`config.mk`:
```
export PLATFORM = sky130hd
export DESIGN_NAME = irq_entry_seq
export DESIGN_NICKNAME = d
export VERILOG_FILES = /design/src/rtl/irq_seq_pkg.sv /design/src/rtl/irq_seq_ctrl.sv /design/src/rtl/irq_seq_ctx.sv /design/src/rtl/irq_seq_bus.sv /design/src/rtl/irq_entry_seq.sv
export SDC_FILE = /design/constraint.sdc
export NUM_CORES = 1
export LEC_CHECK = 0
export ABC_AREA = 1
export BUFFER_PORTS_ARGS = -buffer_cell sky130_fd_sc_hd__clkbuf_2
export CAP_MARGIN = 20
export CORE_ASPECT_RATIO = 1.5
export CORE_MARGIN = 1
export CORE_UTILIZATION = 46
export CTS_CLUSTER_DIAMETER = 150
export DETAILED_ROUTE_END_ITERATION = 16
export HOLD_SLACK_MARGIN = 0.08
export PLACE_DENSITY = 0.8
export SYNTH_ARGS = -nofsm -noshare
export SYNTH_HDL_FRONTEND = slang
export SYNTH_SLANG_ARGS = --single-unit
export TNS_END_PERCENT = 20
```
`constraint.sdc`:
```
create_clock -name clk -period 2.75 [get_ports clk]
set_clock_uncertainty 0.1 [all_clocks]
set_input_delay 0.825 -clock clk [delete_from_list [all_inputs] [get_ports clk]]
set_output_delay 0.825 -clock clk [all_outputs]
set_load 0.005 [all_outputs]
```
`src/rtl/irq_seq_pkg.sv`:
```
package irq_seq_pkg;

  localparam int WORD_W  = 16;
  localparam int BYTE_W  = 8;
  localparam int LANES   = WORD_W / BYTE_W;

  typedef enum logic [2:0] {
    ST_IDLE     = 3'd0,
    ST_VEC_PTR  = 3'd1,
    ST_VEC_TGT  = 3'd2,
    ST_PUSH_PC  = 3'd3,
    ST_PUSH_CCR = 3'd4,
    ST_LOAD     = 3'd5
  } seq_state_t;

  function automatic logic is_bus_state(input seq_state_t s);
    return (s == ST_VEC_PTR) || (s == ST_VEC_TGT) ||
           (s == ST_PUSH_PC) || (s == ST_PUSH_CCR);
  endfunction

endpackage

```
`src/rtl/irq_seq_ctrl.sv`:
```
module irq_seq_ctrl
  import irq_seq_pkg::*;
(
  input  logic       clk,
  input  logic       rst_n,
  input  logic       accept,
  input  logic       xfer_done,
  output seq_state_t state
);

  seq_state_t state_d;

  always_comb begin
    state_d = state;
    unique case (state)
      ST_IDLE:     if (accept)    state_d = ST_VEC_PTR;
      ST_VEC_PTR:  if (xfer_done) state_d = ST_VEC_TGT;
      ST_VEC_TGT:  if (xfer_done) state_d = ST_PUSH_PC;
      ST_PUSH_PC:  if (xfer_done) state_d = ST_PUSH_CCR;
      ST_PUSH_CCR: if (xfer_done) state_d = ST_LOAD;
      ST_LOAD:                    state_d = ST_IDLE;
      default:                    state_d = ST_IDLE;
    endcase
  end

  always_ff @(posedge clk) begin
    if (!rst_n) state <= ST_IDLE;
    else        state <= state_d;
  end

endmodule

```
`src/rtl/irq_seq_ctx.sv`:
```
module irq_seq_ctx
  import irq_seq_pkg::*;
#(
  parameter int ADDR_W = 16,
  parameter int REQ_W  = 5
) (
  input  logic              clk,
  input  logic              rst_n,
  input  logic              accept,
  input  logic              xfer_done,
  input  seq_state_t        state,
  input  logic [REQ_W-1:0]  irq_num,
  input  logic [ADDR_W-1:0] pc_in,
  input  logic [BYTE_W-1:0] ccr_in,
  input  logic [ADDR_W-1:0] sp_in,
  input  logic [WORD_W-1:0] rdata,
  output logic [REQ_W-1:0]  num_q,
  output logic [ADDR_W-1:0] pc_q,
  output logic [BYTE_W-1:0] ccr_q,
  output logic [ADDR_W-1:0] sp_q,
  output logic [ADDR_W-1:0] ptr_q,
  output logic [ADDR_W-1:0] tgt_q
);

  // Snapshot of the interrupted context, taken once at acceptance
  always_ff @(posedge clk) begin
    if (!rst_n) begin
      num_q <= '0;
      pc_q  <= '0;
      ccr_q <= '0;
      sp_q  <= '0;
    end else if (accept) begin
      num_q <= irq_num;
      pc_q  <= pc_in;
      ccr_q <= ccr_in;
      sp_q  <= sp_in;
    end
  end

  // Results of the two vector reads
  always_ff @(posedge clk) begin
    if (!rst_n) begin
      ptr_q <= '0;
      tgt_q <= '0;
    end else if (xfer_done) begin
      if (state == ST_VEC_PTR) ptr_q <= rdata[ADDR_W-1:0];
      if (state == ST_VEC_TGT) tgt_q <= rdata[ADDR_W-1:0];
    end
  end

endmodule

```
`src/rtl/irq_seq_bus.sv`:
```
module irq_seq_bus
  import irq_seq_pkg::*;
#(
  parameter int ADDR_W = 16,
  parameter int REQ_W  = 5
) (
  input  seq_state_t        state,
  input  logic [REQ_W-1:0]  num_q,
  input  logic [ADDR_W-1:0] pc_q,
  input  logic [BYTE_W-1:0] ccr_q,
  input  logic [ADDR_W-1:0] sp_q,
  input  logic [ADDR_W-1:0] ptr_q,
  output logic              mem_req,
  output logic              mem_we,
  output logic [ADDR_W-1:0] mem_addr,
  output logic [LANES-1:0]  mem_be,
  output logic [WORD_W-1:0] mem_wdata,
  output logic [ADDR_W-1:0] sp_low
);

  localparam logic [ADDR_W-1:0] STEP = ADDR_W'(WORD_W / BYTE_W);

  logic [ADDR_W-1:0] sp_one;
  logic [ADDR_W-1:0] slot_addr;
  logic [WORD_W-1:0] pc_word;
  logic [WORD_W-1:0] ccr_word;

  // Word-sized descending stack, wraps at the top of the address space
  assign sp_one = sp_q - STEP;
  assign sp_low = sp_one - STEP;

  // Vector slot: request number times the word size in bytes
  assign slot_addr = ADDR_W'({num_q, 1'b0});

  assign pc_word = WORD_W'(pc_q);

  // Replicate the condition-code byte into every lane
  for (genvar g = 0; g < LANES; g++) begin : g_ccr_lane
    assign ccr_word[g*BYTE_W +: BYTE_W] = ccr_q;
  end

  always_comb begin
    mem_req   = is_bus_state(state);
    mem_we    = 1'b0;
    mem_addr  = '0;
    mem_be    = '0;
    mem_wdata = '0;
    unique case (state)
      ST_VEC_PTR: begin
        mem_addr = slot_addr;
        mem_be   = '1;
      end
      ST_VEC_TGT: begin
        mem_addr = ptr_q;
        mem_be   = '1;
      end
      ST_PUSH_PC: begin
        mem_we    = 1'b1;
        mem_addr  = sp_one;
        mem_be    = '1;
        mem_wdata = pc_word;
      end
      ST_PUSH_CCR: begin
        mem_we    = 1'b1;
        mem_addr  = sp_low;
        mem_be    = '1;
        mem_wdata = ccr_word;
      end
      default: ;
    endcase
  end

endmodule

```
`src/rtl/irq_entry_seq.sv`:
```
module irq_entry_seq
  import irq_seq_pkg::*;
#(
  parameter int ADDR_W = 16,
  parameter int REQ_W  = 5
) (
  input  logic              clk,
  input  logic              rst_n,
  input  logic              irq_valid,
  output logic              irq_ready,
  input  logic [REQ_W-1:0]  irq_num,
  input  logic              ie_in,
  output logic              ie_clr,
  input  logic [ADDR_W-1:0] pc_in,
  input  logic [7:0]        ccr_in,
  input  logic [ADDR_W-1:0] sp_in,
  output logic              busy,
  output logic              pc_load,
  output logic [ADDR_W-1:0] pc_next,
  output logic              sp_we,
  output logic [ADDR_W-1:0] sp_out,
  output logic              mem_req,
  input  logic              mem_ready,
  output logic              mem_we,
  output logic [ADDR_W-1:0] mem_addr,
  output logic [1:0]        mem_be,
  output logic [15:0]       mem_wdata,
  input  logic [15:0]       mem_rdata
);

  seq_state_t        state;
  logic              accept;
  logic              xfer_done;
  logic [REQ_W-1:0]  num_q;
  logic [ADDR_W-1:0] pc_q;
  logic [BYTE_W-1:0] ccr_q;
  logic [ADDR_W-1:0] sp_q;
  logic [ADDR_W-1:0] ptr_q;
  logic [ADDR_W-1:0] tgt_q;

  assign irq_ready = ie_in && (state == ST_IDLE);
  assign accept    = irq_valid && irq_ready;
  assign ie_clr    = accept;
  assign xfer_done = mem_req && mem_ready;
  assign busy      = (state != ST_IDLE);
  assign pc_load   = (state == ST_LOAD);
  assign sp_we     = pc_load;
  assign pc_next   = tgt_q;

  irq_seq_ctrl u_ctrl (
    .clk       (clk),
    .rst_n     (rst_n),
    .accept    (accept),
    .xfer_done (xfer_done),
    .state     (state)
  );

  irq_seq_ctx #(.ADDR_W(ADDR_W), .REQ_W(REQ_W)) u_ctx (
    .clk       (clk),
    .rst_n     (rst_n),
    .accept    (accept),
    .xfer_done (xfer_done),
    .state     (state),
    .irq_num   (irq_num),
    .pc_in     (pc_in),
    .ccr_in    (ccr_in),
    .sp_in     (sp_in),
    .rdata     (mem_rdata),
    .num_q     (num_q),
    .pc_q      (pc_q),
    .ccr_q     (ccr_q),
    .sp_q      (sp_q),
    .ptr_q     (ptr_q),
    .tgt_q     (tgt_q)
  );

  irq_seq_bus #(.ADDR_W(ADDR_W), .REQ_W(REQ_W)) u_bus (
    .state     (state),
    .num_q     (num_q),
    .pc_q      (pc_q),
    .ccr_q     (ccr_q),
    .sp_q      (sp_q),
    .ptr_q     (ptr_q),
    .mem_req   (mem_req),
    .mem_we    (mem_we),
    .mem_addr  (mem_addr),
    .mem_be    (mem_be),
    .mem_wdata (mem_wdata),
    .sp_low    (sp_out)
  );

endmodule

```
==> summary.md <==
| Metric | Value |
|---|---|
| Outcome | finished, violations left |
| Violated checks | negative setup slack |
| Io pins | between 100 and 150 |
| Die Y-Extent | 120 um |
| Routed len/inst | 14.0 um |
| Sequential share of the synthesized area | 37.6% |
| CTS buffer count | 9 |
| Post-synth cell types | 39 |
| Core Area | 8930 sq um |
| CTS tree | built |
| NetSw | 2520 uW |
| Deepest clock path buffer count | 2 |
| Die area | a little under 10000 sq um |
| CP Data Required Time | 1830 ps |
| First-pass GRT wire length | 19600 um |
| Clk Latency, worst-skew pair | 340 ps |
| GRT met2 Usage | 45.1% |
| DP Cell Count | approximately 840 |
| DP HPWL | 8690 um |
| DR vias/cell | 5.28 |
| Combinational fraction of design power | 52.3% |
| Site row count | 42 |
| Final Hold Fails | 0 |
| Total Wirelength | 12100 um |
| Max Cap Viol | 0 |
| Non-Filler Instances | roughly 860 |
| Max Clock Freq | 324 MHz |
| CTS H-tree depth | 3 |
| Worst-path clk slew | 60 ps |
| Switch share | 43.6% |
| Placement Setup Slack | -105 ps |
| GRT met3 Usage | 5.10% |
| YS warnings | 0 |
| Syn_nets | about 680 |
| Leakage | roughly 0.0026 uW |
| Post-synthesis cell count | 608 |
| Min cycle time layout | 3090 ps |
| Seq pwr share | a little over a quarter |
| Syn_area_per_cell | roughly 7 sq um |
| GPL Wtd Cong | 0.900 |
| Gr busiest metal | met2 |
| Internal power | 3250 uW |
| First-pass DRT Iterations | 4 |
| Starting DRT DRC Count | approximately 250 |
| CTS Sinks | 80 |
| Gr ovfl total | 0 |
| Grt met1 use | 29.2% |
| Area grow syn2layout | 30.8% |
| Die width | a little over 80 um |
| IO buf count | 138 |
| GRT Overall Usage | 25.9% |
| Initial Util | 47.7% |
| Syn Std Cell Area | between 4000 and 5000 sq um |
| Root Buffer | clkbuf_16 |
| Peak supply drop | 0.000897 V |
| Post-synth EDFFs | 0 |
| Slew Viols, Final | 0 |
| Power Total | between 5000 and 6000 uW |
| Max_slew headroom | 53.4% |
| Async set-reset flop share out of synthesis | 0% |
| Crit end category | output port |
| Critical path type | reg2out |
| Vias in the first global route | 4346 |
| Worst slew pin tran | 698 ps |
| CP startpoint kind | flop |
| Pwr/cell area | 1030 nW/um^2 |
| Crit Path Max Fanout | 4 |
| PnR worst setup slack | -337 ps |
| Top FF cell, synth | dfxtp_1 |
| Hold crit path type | reg2reg |
| Final setup fails | 23 |
| WP data arrival | between 2000 and 2500 ps |
| Clk pwr share | between 20% and 30% |
| Residual DRC count | 0 |
| RSZ-0062 raised after global routing | yes |
| Yosys reg bits | 80 |
| Antenna violations before repair | 1 |
| Final net count | 816 |
| Via count | 4561 |
| Remaining antenna violation count | 0 |
| Final Cycle Share | 112% |
| Layout cell share with drive strength beyond 1 | 34.4% |
| Largest net degree at the start of global routing | 87 |
-- metrics by stage --
step | cell area, sq um | util (%) | setup TNS, ps | hold slack (ps)
after detailed placement | 5050 | 56.6 | -597 | 347
after global routing | 5580 | 62.4 | -7920 | 379
final | 5580 | 62.4 | -4750 | 357
after CTS | 5520 | 61.7 | -3530 | 358
after global placement | 5050 | 56.6 | 0 | 341
after floorplan | 4260 | - | 0 | 330
-- power by group through the flow --
| stage | registers (uW) | logic [uW] | clock network (uW) |
|---|---|---|---|
| after global placement | 1560 | 2590 | 0 |
| final | 1560 | 3020 | 1190 |
| after CTS | 1550 | 2910 | 1210 |
| after floorplan | 1540 | 1830 | 0 |
| after global routing | 1580 | 3350 | 1260 |
| after detailed placement | 1560 | 2660 | 0 |
-- routing by layer --
metal / routed length [um] / vias to the layer above / part of all wire (%)
met1: 4640 / 2092 / 38
met5: 0 / - / 0
met4: 463 / 0 / 3.8
li1: - / 2261 / -
met2: 6350 / 170 / 52
met3: 660 / 38 / 5.4
-- synthesized netlist by cell type, types with 2 or more instances --
| cell type | n | area share (%) |
|---|---|---|
| inv_2 | 12 | 1.1 |
| a21oi_1 | 63 | 7.4 |
| nor2_1 | 49 | 4.3 |
| o21ai_1 | 2 | 0.23 |
| ha_1 | 2 | 0.59 |
| clkbuf_1 | 21 | 1.8 |
| dfxtp_1 | 80 | 38 |
| nand3_2 | 4 | 0.94 |
| nor3_1 | 3 | 0.35 |
| and2_1 | 3 | 0.44 |
| o21ai_0 | 64 | 7.5 |
| o211ai_1 | 3 | 0.53 |
| o2111ai_1 | 3 | 0.62 |
| nor2_4 | 9 | 2.4 |
| xor2_1 | 6 | 1.2 |
| nand2_4 | 7 | 1.8 |
| nand2_1 | 116 | 10 |
| o22ai_1 | 17 | 2.5 |
| nand2_2 | 12 | 1.8 |
| buf_2 | 5 | 0.59 |
| nand3_1 | 36 | 4.2 |
| nor2_2 | 4 | 0.59 |
| a22oi_1 | 2 | 0.35 |
| nand4_1 | 3 | 0.44 |
| buf_1 | 3 | 0.26 |
| nor2_8 | 2 | 0.94 |
| buf_4 | 5 | 0.88 |
| inv_1 | 61 | 5.4 |
-- worst paths after layout --
| check | start | end | slack (ps) | depth (start not counted) |
|---|---|---|---|---|
| max reg2reg | u_ctrl.state[1] | u_ctx.sp_q[11] | 760 | 7 |
| min reg2reg | u_ctx.pc_q[5] | u_ctx.pc_q[5] | 360 | 2 |
| max | u_ctx.sp_q[2] | mem_addr[8] | -340 | 13 |
| min | u_ctx.pc_q[5] | u_ctx.pc_q[5] | 360 | 2 |
-- registers in the layout (all words and copies together), names as in the netlist --
register	flops
u_ctx.pc_q	16
u_ctx.tgt_q	16
u_ctx.ptr_q	16
u_ctrl.state	3
u_ctx.num_q	5
u_ctx.sp_q	16
u_ctx.ccr_q	8
-- final cells by class --
| type | count | area [sq um] |
|---|---|---|
| Antenna cell | 1 | 2.50 |
| Clock buffer | 10 | 229 |
| Clock inverter | 6 | 68.8 |
| Fill cell | 798 | 3360 |
| Inverter | 73 | 282 |
| Multi-Input combinational cell | 421 | 2360 |
| Sequential cell | 80 | 1610 |
| Tap cell | 110 | 138 |
| Timing Repair Buffer | 163 | 888 |
-- cell families (layout without fill, tap and decap cells) --
kind of cell,count (synthesis),count (layout),synth area share [%]
buffers and inverters,107,252,10.0
XOR/XNOR,8,8,2.00
adder cells (fa/ha/maj),2,2,0.587
other,0,1,0
flip-flops,80,80,37.6
AND/OR/NAND/NOR,253,253,29.7
AO/OA/AOI/OAI,158,158,20.1
-- worst max-delay path: stages (launching register included) --
cell and delay [ps]:
dfxtp_2 330, buf_6 110, nor2_4 150, buf_4 150, nand3_1 80, nand2_1 80
nand2_2 90, nand2_2 140, nor2_4 60, buf_4 130, xor2_1 160, nand2_1 70
o211ai_1 120, clkbuf_2 150
-- timing repair --
item,in CTS,in global routing
hold buffers,0,0
resized for setup,31,15
setup buffers,7,3
pin swaps,17,13
setup endpoints to repair,25,26
-- cells in the final DEF, fill, tap and decap left out, types with 9 or more instances in the layout --
master	netlist	layout
nor2_1	49	47
inv_2	12	11
nand2_1	116	105
o21ai_0	64	63
clkbuf_2	0	133
inv_1	61	59
nand2_4	7	12
buf_4	5	24
nand2_2	12	18
a21oi_1	63	63
clkbuf_16	0	9
nor2_4	9	12
dfxtp_1	80	76
nand3_1	36	34
o22ai_1	17	17
No activity file was read; power rests on OpenSTA's default activity.
